`config.mk`:
```
export PLATFORM = sky130hd
export DESIGN_NAME = thr_sense_spi
export DESIGN_NICKNAME = d
export VERILOG_FILES = /design/src/rtl/tss_pkg.sv /design/src/rtl/tss_sync_edge.sv /design/src/rtl/tss_frame.sv /design/src/rtl/tss_regs.sv /design/src/rtl/thr_sense_spi.sv
export SDC_FILE = /design/constraint.sdc
export NUM_CORES = 1
export LEC_CHECK = 0
export CORE_UTILIZATION = 40
export DETAILED_ROUTE_END_ITERATION = 8
export PLACE_DENSITY = 0.63
export SLEW_MARGIN = 20
export SYNTH_ARGS = -nofsm -noshare
export SYNTH_HDL_FRONTEND = slang
export SYNTH_SLANG_ARGS = --single-unit
```
`constraint.sdc`:
```
create_clock -name clk -period 1.73 [get_ports clk]
set_input_delay 0.173 -clock clk [delete_from_list [all_inputs] [get_ports clk]]
set_output_delay 0.173 -clock clk [all_outputs]
set_load 0.02 [all_outputs]
```
`src/rtl/tss_pkg.sv`:
```
package tss_pkg;
  localparam logic [6:0] A_CTRL   = 7'h02;
  localparam logic [6:0] A_SENSE  = 7'h04;
  localparam logic [6:0] A_STBASE = 7'h10;
  localparam logic [6:0] A_TPAT   = 7'h1E;
  localparam logic [6:0] A_THR_G  = 7'h3A;
  localparam logic [6:0] A_THR_S  = 7'h3C;
  localparam logic [6:0] A_WORD   = 7'h78;
  localparam int CTRL_TEST = 0;
  localparam int CTRL_SRST = 1;
endpackage

```
`src/rtl/tss_sync_edge.sv`:
```
module tss_sync_edge #(
  parameter int STAGES = 2
) (
  input  logic clk,
  input  logic rst,
  input  logic sclk,
  input  logic cs_n,
  input  logic mosi,
  output logic sclk_rise,
  output logic sclk_fall,
  output logic cs_act,
  output logic mosi_s
);
  localparam int TOP = STAGES - 1;
  logic [TOP:0] sclk_p, cs_p, mosi_p;
  logic sclk_d;

  always_ff @(posedge clk) begin
    if (rst) begin
      sclk_p <= '0;
      cs_p   <= '1;
      mosi_p <= '0;
      sclk_d <= 1'b0;
    end else begin
      sclk_p <= {sclk_p[TOP-1:0], sclk};
      cs_p   <= {cs_p[TOP-1:0], cs_n};
      mosi_p <= {mosi_p[TOP-1:0], mosi};
      sclk_d <= sclk_p[TOP];
    end
  end

  assign sclk_rise = sclk_p[TOP] & ~sclk_d;
  assign sclk_fall = ~sclk_p[TOP] & sclk_d;
  assign cs_act    = ~cs_p[TOP];
  assign mosi_s    = mosi_p[TOP];
endmodule

```
`src/rtl/tss_frame.sv`:
```
module tss_frame (
  input  logic       clk,
  input  logic       rst,
  input  logic       sclk_rise,
  input  logic       cs_act,
  input  logic       mosi_s,
  output logic       byte_done,
  output logic [7:0] byte_data,
  output logic [1:0] byte_idx
);
  logic [6:0] sh;
  logic [2:0] bit_cnt;
  logic [1:0] idx_q;

  always_ff @(posedge clk) begin
    if (rst || !cs_act) begin
      sh        <= '0;
      bit_cnt   <= '0;
      idx_q     <= '0;
      byte_done <= 1'b0;
      byte_data <= '0;
      byte_idx  <= '0;
    end else begin
      byte_done <= 1'b0;
      if (sclk_rise) begin
        sh      <= {sh[5:0], mosi_s};
        bit_cnt <= bit_cnt + 3'd1;
        if (bit_cnt == 3'd7) begin
          byte_done <= 1'b1;
          byte_data <= {sh, mosi_s};
          byte_idx  <= idx_q;
          if (idx_q != 2'd3) idx_q <= idx_q + 2'd1;
        end
      end
    end
  end


  bitcnt_clear_chk: assert property (@(posedge clk) disable iff (rst)
    !cs_act |=> (bit_cnt == 3'd0 && !byte_done));
endmodule

```
`src/rtl/tss_regs.sv`:
```
module tss_regs
  import tss_pkg::*;
#(
  parameter int NUM_CH = 32
) (
  input  logic              clk,
  input  logic              rst,
  input  logic              byte_done,
  input  logic [1:0]        byte_idx,
  input  logic [7:0]        byte_data,
  input  logic [NUM_CH-1:0] comp_in,
  output logic              rd_load,
  output logic [NUM_CH-1:0] rd_word
);
  localparam int NB = NUM_CH / 8;

  logic [7:0]        cmd_q, hi_q, tpat_q;
  logic [1:0]        ctrl_q;
  logic [NB-1:0]     sense_q;
  logic [15:0]       thr_g_q, thr_s_q;
  logic              locked_q;
  logic [NUM_CH-1:0] comp_q, stat_v;
  logic [6:0]        waddr, raddr;

  assign waddr  = cmd_q[6:0];
  assign raddr  = byte_data[6:0];
  assign stat_v = ctrl_q[CTRL_TEST] ? {NB{tpat_q}} : comp_q;

  always_ff @(posedge clk) begin
    if (rst) begin
      cmd_q <= '0; hi_q <= '0; tpat_q <= '0; ctrl_q <= '0;
      sense_q <= '0; thr_g_q <= '0; thr_s_q <= '0;
      locked_q <= 1'b0; comp_q <= '0;
    end else begin
      comp_q <= comp_in;
      if (byte_done && !locked_q) begin
        if (byte_idx == 2'd0) begin
          cmd_q <= byte_data;
        end else if (!cmd_q[7] && byte_idx == 2'd1) begin
          case (waddr)
            A_CTRL:           ctrl_q  <= byte_data[1:0];
            A_SENSE:          sense_q <= byte_data[NB-1:0];
            A_TPAT:           tpat_q  <= byte_data;
            A_THR_G, A_THR_S: hi_q    <= byte_data;
            default: ;
          endcase
        end else if (!cmd_q[7] && byte_idx == 2'd2) begin
          if (waddr == A_THR_G || waddr == A_THR_S) begin
            if (hi_q[0]) locked_q <= 1'b1;
            else if (waddr == A_THR_G) thr_g_q <= {hi_q, byte_data};
            else thr_s_q <= {hi_q, byte_data};
          end
        end
      end
      if (ctrl_q[CTRL_SRST]) begin
        sense_q <= '0; tpat_q <= '0; thr_g_q <= '0; thr_s_q <= '0;
      end
    end
  end

  assign rd_load = byte_done && byte_idx == 2'd0 && byte_data[7];

  always_comb begin
    rd_word = '0;
    if (!locked_q) begin
      case (raddr)
        A_CTRL:  rd_word[NUM_CH-1 -: 8]  = {6'b0, ctrl_q};
        A_SENSE: rd_word[NUM_CH-1 -: 8]  = 8'(sense_q);
        A_TPAT:  rd_word[NUM_CH-1 -: 8]  = tpat_q;
        A_THR_G: rd_word[NUM_CH-1 -: 16] = thr_g_q;
        A_THR_S: rd_word[NUM_CH-1 -: 16] = thr_s_q;
        A_WORD:  rd_word = stat_v;
        default: begin
          for (int k = 0; k < NB; k++)
            if (raddr == A_STBASE + 7'(2 * k))
              rd_word[NUM_CH-1 -: 8] = stat_v[8*k +: 8];
        end
      endcase
    end
  end


  lock_sticky_chk: assert property (@(posedge clk) disable iff (rst)
    locked_q |=> locked_q);

  lock_frozen_chk: assert property (@(posedge clk) disable iff (rst)
    locked_q |=> ($stable(thr_g_q) && $stable(thr_s_q) && $stable(sense_q) && $stable(ctrl_q)));

  srst_clear_chk: assert property (@(posedge clk) disable iff (rst)
    ctrl_q[CTRL_SRST] |=> (sense_q == '0 && tpat_q == '0 && thr_g_q == '0 && thr_s_q == '0));

  thr_even_chk: assert property (@(posedge clk) disable iff (rst)
    !thr_g_q[8] && !thr_s_q[8]);
endmodule

```
`src/rtl/thr_sense_spi.sv`:
```
module thr_sense_spi #(
  parameter int NUM_CH      = 32,
  parameter int SYNC_STAGES = 2
) (
  input  logic              clk,
  input  logic              rst,
  input  logic              sclk,
  input  logic              cs_n,
  input  logic              mosi,
  input  logic [NUM_CH-1:0] comp_in,
  output logic              miso
);
  logic sclk_rise, sclk_fall, cs_act, mosi_s;
  logic byte_done, rd_load, rd_phase;
  logic [7:0] byte_data;
  logic [1:0] byte_idx;
  logic [NUM_CH-1:0] rd_word, shreg;

  tss_sync_edge #(.STAGES(SYNC_STAGES)) u_sync (
    .clk(clk), .rst(rst), .sclk(sclk), .cs_n(cs_n), .mosi(mosi),
    .sclk_rise(sclk_rise), .sclk_fall(sclk_fall), .cs_act(cs_act), .mosi_s(mosi_s));

  tss_frame u_frame (
    .clk(clk), .rst(rst), .sclk_rise(sclk_rise), .cs_act(cs_act), .mosi_s(mosi_s),
    .byte_done(byte_done), .byte_data(byte_data), .byte_idx(byte_idx));

  tss_regs #(.NUM_CH(NUM_CH)) u_regs (
    .clk(clk), .rst(rst), .byte_done(byte_done), .byte_idx(byte_idx),
    .byte_data(byte_data), .comp_in(comp_in), .rd_load(rd_load), .rd_word(rd_word));

  always_ff @(posedge clk) begin
    if (rst || !cs_act) begin
      shreg    <= '0;
      rd_phase <= 1'b0;
      miso     <= 1'b0;
    end else if (rd_load) begin
      shreg    <= rd_word;
      rd_phase <= 1'b1;
    end else if (sclk_fall) begin
      miso  <= rd_phase & shreg[NUM_CH-1];
      shreg <= shreg << 1;
    end
  end


  idle_miso_low_chk: assert property (@(posedge clk) disable iff (rst)
    !cs_act |=> !miso);

  miso_hold_chk: assert property (@(posedge clk) disable iff (rst)
    (cs_act && !sclk_fall) |=> $stable(miso));
endmodule

```
==> summary.txt, run 1 <==
Setup path
  – CP arrival: 2.13 ns
  – CP Max Fanout: 6
  – Critical Path RT: roughly 2.1 ns
  – Crit-path cells: or3_4 -> a211o_1 -> a31o_4 -> a21o_1 -> a211oi_2
  – R2r setup slk: -0.07 ns
  – Critical Path Source: u_frame.byte_data[3]
  – CP startpoint kind: flop
  – CP max-delay cell: or3_4
  – Reg-to-reg endpoint: shreg[29]
  – Worst path max stage delay: ~0.4 ns
  – Crit. End Element: flop
  – Critical R2R Launch: u_frame.byte_data[3]
  – Reg2Reg Depth: 5
  – Critical path class: flop to flop
  – Critical path endpoint: shreg[29]

Synth
  – Synth async-reset ratio: 0%
  – YS warnings: 0
  – Synthesized cell area: 0.006939 mm²
  – Synthesized Nets: 878
  – Post-Synthesis Cells: 838
  – Number of synthesized flops with an enable pin: 0
  – Synth unique cells: roughly 60
  – #FFs+latches synth: 157
  – Sequential fraction of the synthesis area: 45.29%
  – Syn avg cell area: between 8 and 9 µm²
  – Ys flop type: dfxtp_1

Routing
  – Detail Route Antenna Nets: 0
  – TritonRoute pass-1 iters: 5
  – Vias per Instance: roughly 5.5
  – Per-cell routed wire length: 17.31 µm
  – Initial DRC count: 563
  – Final WL: slightly above 20,000 µm
  – Detailed-route via count: 6,397
  – DRC Markers: 0

Layout
  – Fin nets: 972
  – Most common cell after layout, fill and taps aside: dfxtp_1
  – Antenna cells: 0
  – Most frequent cells in the layout: dfxtp_1 (146), nand2_1 (145), buf_4 (88)
  – Layout area overhead: 32.15%
  – Layout Utilization: 54.71%
  – Share of cells above drive strength 1: between 20% and 30%
  – Design area: 0.009170 mm²
  – FILL cells: around 1,500

Global routing
  – First-pass GRT wire length: 32,300 µm
  – GRT overflow: 0
  – Largest net degree at the start of global routing: 43
  – Total track usage: 23.26%
  – Initial antenna violation count: 1
  – Vias in the first global route: 6,040

STA
  – Slew headroom: 44.96%
  – Final period util: 103.8%
  – Hold Fails Final Rpt: 0
  – Slew @ Worst Pin: 0.8257 ns
  – Fmax: 0.5571 GHz
  – Setup ws final: -0.06513 ns
  – Pins Over Slew Limit: 0
  – WHS: 0.06650 ns
  – Clock Skews: 0.007343 ns
  – Period minus WS final: 1.795 ns
  – RSZ-0062 raised after global routing: yes
  – Final setup fails: 23

Min path
  – Worst hold path class: input port to flop
  – Hold Path Stages: 2

Place
  – RePlAce Congestion: about 0.95
  – Hpwl dp: 14,340 µm
  – Placed cell areas: 0.008145 mm²
  – IO buf count: 37

Clocking
  – # H-tree levels: 4
  – Total CTS buffers: 17
  – CTS clk-pin slew, worst paths: 0.06 ns
  – Maximum clock path buffer count: 2
  – Cts hold-fix bufs: 0
  – Clock latency on the worst-skew pair: 0.42 ns
  – CTS tree: built
  – Root buffer cell: clkbuf_16
  – Clock sinks: 157

Die
  – Die area: between 0.015 and 0.02 mm²
  – IO Count: 38
  – Num rows: 47
  – Starting Density: 41.40%
  – DIE WIDTH: approximately 130 µm
  – Core box area: between 0.015 and 0.02 mm²
  – Chip height: roughly 130 µm

Pwr
  – Leak: 3.203 nW
  – Worst VDD drop: approximately 0.6 mV
  – Power density over the cells: 824.7 mW/mm²

Run status
  – Failing checks: setup timing
  – Status: finished, violations left

Run
  – Max Cap Viol: 0
==> flip-flops by register name (all words and copies together), names as in the netlist <==
register           flops
u_sync.cs_p            2
u_frame.idx_q          2
u_frame.byte_done      1
u_regs.ctrl_q          2
u_frame.byte_idx       2
rd_phase               1
u_frame.bit_cnt        3
u_regs.cmd_q           8
u_sync.mosi_p          2
u_regs.sense_q         4
u_regs.thr_s_q        15
miso                   1
u_sync.sclk_p          2
u_regs.thr_g_q        15
u_frame.sh             7
u_regs.hi_q            8
u_frame.byte_data      8
u_regs.locked_q        1
shreg                 32
u_regs.tpat_q          8
u_sync.sclk_d          1
u_regs.comp_q         32
==> final cells by class <==
type	instances	area [µm²]	share of cell area, %
timing repair buffer	141	1256	13.70
clock inverter	11	120.1	1.310
inverter	10	37.54	0.4093
clock buffer	20	446.7	4.871
tap	220	275.3	3.002
sequential	157	3172	34.59
multi-input combinational	605	3862	42.12
==> cell families (layout without fill, tap and decap cells) <==
| group | count (synthesis) | in the layout | share of synthesized area (%) |
|---|---|---|---|
| AND/OR/NAND/NOR | 324 | 324 | 23.71 |
| AO/OA/AOI/OAI | 226 | 226 | 18.43 |
| flip-flops | 157 | 157 | 45.29 |
| buffers and inverters | 76 | 182 | 4.400 |
| multiplexers | 47 | 47 | 6.996 |
| XOR/XNOR | 5 | 5 | 0.6311 |
| adder cells (fa/ha/maj) | 3 | 3 | 0.5410 |
==> cells in the mapped netlist, types with 2 or more instances <==
cell / count / area share, %
dfxtp_1: 157 / 45
nand2_1: 150 / 8.1
a21oi_1: 94 / 6.8
o21ai_0: 73 / 5.3
clkbuf_1: 45 / 2.4
nor2b_1: 42 / 3.8
nor2_1: 41 / 2.2
mux2i_1: 35 / 5.0
nand3_1: 25 / 1.8
a22oi_1: 16 / 1.7
nand2b_1: 16 / 1.4
o22ai_1: 13 / 1.2
mux2_2: 12 / 1.9
buf_1: 10 / 0.54
buf_2: 10 / 0.72
inv_1: 10 / 0.54
nor4bb_1: 6 / 0.87
or3_1: 6 / 0.54
a211oi_1: 4 / 0.43
a221oi_1: 4 / 0.50
and2_1: 4 / 0.36
nand4_1: 4 / 0.36
o31ai_1: 4 / 0.43
or2_2: 4 / 0.36
xnor2_1: 4 / 0.50
a311oi_1: 3 / 0.38
ha_1: 3 / 0.54
nor3b_1: 3 / 0.32
a2111oi_0: 2 / 0.25
nand4b_1: 2 / 0.25
nand4bb_1: 2 / 0.32
nor3_1: 2 / 0.14
nor4_1: 2 / 0.18
nor4b_1: 2 / 0.25
o21bai_1: 2 / 0.22
==> metal layers <==
metal  share of wire [%]  GRT usage (%)
met2                  44          35.20
met3                 8.1          5.403
met5                   0              0
met4                 2.4          7.891
met1                  46          32.32
==> where the power goes <==
group | internal, W | switching [W]
sequential | 0.00366 | 0.0000235
combinational | 0.000149 | 0.000138
clock | 0.00214 | 0.00145
==> worst max-delay path, delay by kind of cell (launching register included) <==
family / cells / cell delay [ns]
compound gates: 4 / 0.94
simple gates: 1 / 0.39
flops: 1 / 0.37
==> through the flow <==
step | worst slack [ns] | total power, W | TNS (ns) | cells
floorplan | -0.008804 | 0.003886 | -0.04337 | 838
global route | -0.1235 | 0.007797 | -2.208 | 1164
finish | -0.06513 | 0.007563 | -0.6233 | 1164
global placement | -0.1407 | 0.004041 | -3.013 | 1128
detailed placement | -0.1872 | 0.004040 | -3.790 | 1128
CTS | -0.03842 | 0.007599 | -0.3483 | 1162
==> timing repair <==
action / CTS / global route
endpoints found under the setup margin: 40 / 76
pin swaps: 18 / 11
gates cloned: 1 / 0
setup buffers: 2 / 2
gates resized for setup: 49 / 53
==> worst min path at each step <==
stage | startpoint | endpoint
after floorplan | cs_n | u_sync.cs_p[0]
after global placement | u_sync.cs_p[0] | u_sync.cs_p[1]
after detailed placement | u_sync.cs_p[0] | u_sync.cs_p[1]
after CTS | rst | u_regs.cmd_q[2]
after global routing | rst | u_regs.cmd_q[2]
final | rst | u_regs.cmd_q[2]
No activity file was read; power rests on OpenSTA's default activity.
==> run 2: changes to the inputs <==
Settings changed: CORE_UTILIZATION 40 to 54, PLACE_DENSITY 0.63 to 0.8.
==> summary.txt, run 2 (synthesized netlist as in run 1, its figures left out) <==
Clocking
  – Total CTS buffers: 17
  – Clock latency on the worst-skew pair: 0.43 ns
  – Clock sinks: 157
  – Maximum clock path buffer count: 2
  – Root buffer cell: clkbuf_16
  – Cts hold-fix bufs: 0
  – CTS clk-pin slew, worst paths: 0.06 ns
  – # H-tree levels: 4
  – CTS tree: built

Setup path
  – Critical Path RT: 2.09 ns
  – CP Max Fanout: 8
  – Worst path max stage delay: ~0.49 ns
  – Reg-to-reg endpoint: shreg[2]
  – Critical Path Source: u_frame.byte_data[2]
  – CP startpoint kind: flop
  – CP arrival: 2.18 ns
  – CP max-delay cell: or4_4
  – R2r setup slk: -0.08 ns
  – Critical path endpoint: shreg[2]
  – Reg2Reg Depth: 7
  – Crit. End Element: flop
  – Critical path class: flop to flop
  – Critical R2R Launch: u_frame.byte_data[2]
  – Crit-path cells: nand2b_4 -> or4_4 -> buf_8 -> nor2_4 -> buf_6 -> nand2_2 -> a21oi_1

Die
  – Num rows: 41
  – DIE WIDTH: 115.4 µm
  – IO Count: 38
  – Starting Density: 55.21%
  – Core box area: between 0.01 and 0.015 mm²
  – Chip height: between 100 and 150 µm
  – Die area: 0.01331 mm²

Pwr
  – Internal power: 0.006431 W
  – Comb pwr share: 3.6%
  – Clock power frac: 50.5%
  – Switching share of power: 19.81%
  – Power density over the cells: 841.3 mW/mm²
  – Total Power: 0.008019 W
  – Switching power: around 0.0016 W
  – Leak: 3.436 nW
  – Worst VDD drop: 0.8210 mV
  – Sequential share of power: 45.9%

Global routing
  – First-pass GRT wire length: 31,370 µm
  – Vias in the first global route: 6,044
  – Largest net degree at the start of global routing: 43
  – Total track usage: 31.32%
  – GRT overflow: 0
  – Initial antenna violation count: 0

STA
  – Final setup fails: 26
  – Final period util: 104.9%
  – Slew headroom: 41.23%
  – Setup ws final: -0.08433 ns
  – Pins Over Slew Limit: 0
  – Slew @ Worst Pin: 0.8816 ns
  – Fmax: 0.5512 GHz
  – Hold Fails Final Rpt: 0
  – RSZ-0062 raised after global routing: yes
  – Clock Skews: roughly 0.014 ns
  – Period minus WS final: 1.814 ns
  – WHS: about 0.26 ns

Layout
  – Layout Utilization: between 70% and 80%
  – Share of cells above drive strength 1: 29.52%
  – Most common cell after layout, fill and taps aside: dfxtp_1
  – Registers with the most flip-flops: shreg: 32 flops, u_regs.comp_q: 32 flops
  – Most frequent cells in the layout: dfxtp_1 (146), nand2_1 (132), buf_4 (86)
  – Antenna cells: 0
  – Layout area overhead: 37.36%
  – Fin nets: roughly 980
  – Design area: 0.009532 mm²

Min path
  – Worst hold path class: input port to flop
  – Hold Startpoint: rst
  – Hold Path Stages: 4

Run
  – Max Cap Viol: 0

Routing
  – Final WL: 21,370 µm
  – Detailed-route via count: roughly 6,700
  – Detail Route Antenna Nets: 0
  – Vias per Instance: 5.963
  – DRC Markers: 0
  – Per-cell routed wire length: 19.02 µm
  – TritonRoute pass-1 iters: 5
  – Initial DRC count: between 700 and 800

Run status
  – Status: finished, violations left
  – Failing checks: setup timing

Place
  – Pre-CTS setup slack: -0.1616 ns
  – IO buf count: 37
  – Placed cell areas: approximately 0.0081 mm²
  – RePlAce Congestion: 0.9661
  – Hpwl dp: 14,090 µm
## run 2: cell count changes in the layout (fill, tap and decap cells not counted), moves of 4 or more
cell | previous run | this run
clkbuf_8 | 1 | 6
nand2_1 | 145 | 132
nand3_1 | 22 | 16
clkinv_2 | 4 | 0
nand3_2 | 4 | 10
a21oi_2 | 11 | 28
nand2_4 | 0 | 6
a21oi_1 | 82 | 66
nand2_2 | 6 | 13
buf_6 | 8 | 18
o22ai_1 | 8 | 4
## run 2: power groups by stage
stage	sequential [W]	clock (W)	combinational (W)
finish	0.00368	0.00405	0.000288
global route	0.00368	0.00425	0.000308
global placement	0.00377	0	0.000259
floorplan	0.00376	0	0.000130
detailed placement	0.00377	0	0.000261
CTS	0.00368	0.00408	0.000265
## run 2: area by class of cell
cell class,count,area [µm²]
Clock buffer,25,515.5
Clock inverter,5,127.6
Fill cell,818,3037
Inverter,10,37.54
Multi-Input combinational cell,605,4070
Sequential cell,157,3172
Tap cell,172,215.2
Timing Repair Buffer,150,1394
## run 2: per-layer routing
layer	global-route usage (%)	vias up	routed length (µm)	part of all wire (%)
li1	-	3109	-	-
met1	41.73	3229	9109	43
met2	48.06	295	9878	46
met3	7.327	69	1671	7.8
met4	14.46	0	714	3.3
met5	0	-	0	0
## run 2: worst min-delay path by stage
stage | to | slack, ns
finish | shreg[29] | 0.26
global route | shreg[29] | 0.28
CTS | shreg[29] | 0.21
detailed placement | u_sync.cs_p[1] | 0.42
global placement | u_sync.cs_p[1] | 0.42
floorplan | u_sync.cs_p[0] | 0.28
## run 2: what timing repair did
item / CTS / global route
endpoints found under the setup margin: 40 / 74
gates resized for setup: 29 / 130
pin swaps: 4 / 71
gates cloned: 0 / 1
buffers inserted: 2 / 7
## run 2: stage by stage
| stage | setup TNS [ns] | instances |
|---|---|---|
| final | -0.8293 | 1124 |
| after global routing | -4.655 | 1124 |
| after CTS | -0.08396 | 1118 |
| after detailed placement | -3.079 | 1086 |
| after global placement | -1.644 | 1086 |
| after floorplan | -0.04337 | 838 |
## run 2: worst max-delay path: cells and delay by family, from the launching register on
family	cells	cell delay [ns]
buffers and inverters	2	0.34
AND/OR/NAND/NOR	4	0.88
flip-flops	1	0.37
AO/OA/AOI/OAI	1	0.14
==> run 3: changes to the inputs <==
Settings changed: CORE_MARGIN set to 2.
==> summary.txt, run 3 (synthesized netlist as in run 1, its figures left out) <==
Run status
  – Status: finished, violations left
  – Failing checks: setup timing

STA
  – RSZ-0062 raised after global routing: yes
  – Slew headroom: around a third
  – Setup ws final: -0.07199 ns
  – Final period util: 104.2%
  – Fmax: 0.5549 GHz
  – Hold Fails Final Rpt: 0
  – Final setup fails: 38
  – Slew @ Worst Pin: 0.9794 ns
  – Period minus WS final: 1.802 ns
  – Pins Over Slew Limit: 0
  – Clock Skews: 0.007457 ns
  – Setup Total Neg Slack: -0.9669 ns

Pwr
  – Clock power frac: 48.8%
  – Power density over the cells: 821.7 mW/mm²
  – Switching power: 0.001668 W
  – Internal power: 0.006064 W
  – Total Power: 0.007732 W
  – Sequential share of power: 47.6%
  – Switching share of power: 21.57%
  – Comb pwr share: 3.7%
  – Worst VDD drop: around 1.1 mV
  – Leak: 3.386 nW

Routing
  – TritonRoute pass-1 iters: 6
  – Per-cell routed wire length: 19.11 µm
  – Detail Route Antenna Nets: 0
  – Vias per Instance: 5.956
  – Met3 WL: 1861 µm
  – Initial DRC count: 737
  – WL met2: 9974 µm
  – Final WL: ~22,000 µm
  – Wire length on met1: 8988 µm
  – DRC Markers: 0
  – Max Used Layer: met4
  – Detailed-route via count: slightly below 7,000

Clocking
  – Total CTS buffers: 17
  – Root buffer cell: clkbuf_16
  – CTS clk-pin slew, worst paths: 0.07 ns
  – # H-tree levels: 4
  – Clock latency on the worst-skew pair: 0.43 ns
  – Cts hold-fix bufs: 0
  – CTS tree: built
  – Maximum clock path buffer count: 2
  – Clock sinks: about 160

Global routing
  – Vias in the first global route: 6,138
  – Initial antenna violation count: 0
  – Total track usage: 29.28%
  – Largest net degree at the start of global routing: 43
  – GRT overflow: 0
  – First-pass GRT wire length: roughly 32,000 µm

Die
  – IO Count: 38
  – Core box area: 0.01257 mm²
  – DIE WIDTH: 117.4 µm
  – Die area: 0.01377 mm²
  – Num rows: between 40 and 50
  – Starting Density: 55.21%
  – Chip height: 117.4 µm

Setup path
  – CP arrival: 2.11 ns
  – CP startpoint kind: flop
  – Crit-path cells: or3_4 -> a211o_1 -> a31o_4 -> a211oi_2 -> o31ai_1
  – Worst path max stage delay: 0.40 ns
  – Critical path class: flop to flop
  – Crit. End Element: flop
  – CP Max Fanout: 6
  – Critical Path RT: 2.04 ns
  – CP max-delay cell: or3_4

Layout
  – Layout area overhead: 35.61%
  – Fin nets: slightly below 1,000
  – Most frequent cells in the layout: dfxtp_1 (145), nand2_1 (123), buf_4 (97)
  – Antenna cells: 0
  – Most common cell after layout, fill and taps aside: dfxtp_1
  – FILL cells: 833
  – Registers with the most flip-flops: shreg: 32 flops, u_regs.comp_q: 32 flops
  – Post-route non-filler standard cell count: 1,129
  – Share of cells above drive strength 1: 29.36%
  – Design area: roughly 0.0094 mm²

Place
  – RePlAce Congestion: 0.9986
  – IO buf count: 37
  – Placed cell areas: between 0.008 and 0.009 mm²
  – Hpwl dp: approximately 14,000 µm
  – Inst Count DP: 1,086
  – Pre-CTS setup slack: -0.1568 ns

Run
  – Max Cap Viol: 0

Min path
  – Worst hold path class: input port to flop
## run 3: cell count changes in the layout (fill, tap and decap cells not counted), moves of 3 or more
cell,change
buf_4,+11
buf_6,-10
nand2_1,-9
nand2_2,+8
nand3_2,-8
o22ai_1,+8
nand3_1,+7
o22ai_2,-6
clkinvlp_4,+4
a21oi_1,-3
clkinv_2,+3
## run 3: final timing paths
path / start / endpoint / slack, ns / depth (start not counted)
worst max-delay path: u_frame.byte_data[3] / shreg[31] / -0.07 / 5
worst min-delay path: rst / u_regs.ctrl_q[1] / 0.28 / 3
worst max register to register: u_frame.byte_data[3] / shreg[31] / -0.07 / 5
worst min register to register: u_sync.cs_p[0] / u_sync.cs_p[1] / 0.44 / 1
## run 3: stage by stage
step | utilization [%] | hold slack, ns
3_5_place_dp | 64.69 | 0.4264
5_1_grt | 74.87 | 0.2802
3_3_place_gp | 64.69 | 0.4183
6_report | 74.87 | 0.2847
2_1_floorplan | - | 0.2768
4_1_cts | 70.51 | 0.2705
## run 3: repair_timing
item / CTS / global route
endpoints found under the setup margin: 46 / 74
setup buffers: 5 / 4
gates cloned: 0 / 3
pin swaps: 3 / 61
resized for setup: 27 / 118
## run 3: power by group through the flow
stage	Clock (W)	Sequential (W)	Combinational (W)
after floorplan	0	0.00376	0.000130
after global placement	0	0.00377	0.000261
after detailed placement	0	0.00377	0.000262
after CTS	0.00377	0.00368	0.000266
after global routing	0.00391	0.00368	0.000305
final	0.00377	0.00368	0.000283
## run 3: layout make-up
type	count	area, µm²	share of cell area (%)
clock inverters	10	112.6	1.197
well taps	172	215.2	2.287
repair buffers	152	1389	14.76
multi-input cells	606	3999	42.49
flip-flops and latches	157	3173	33.72
clock buffers	22	484.2	5.146
inverters	10	37.54	0.3989
## run 3: critical path, delay by kind of cell (launching register included)
family	cells	cell delay, ns
flip-flops	1	0.37
AND/OR/NAND/NOR	1	0.40
AO/OA/AOI/OAI	4	0.91
## run 3: metal layers
metal	vias up	track usage, %
met3	82	6.177
met2	350	46.31
met4	0	11.45
met5	-	0
met1	3174	39.28
li1	3118	-
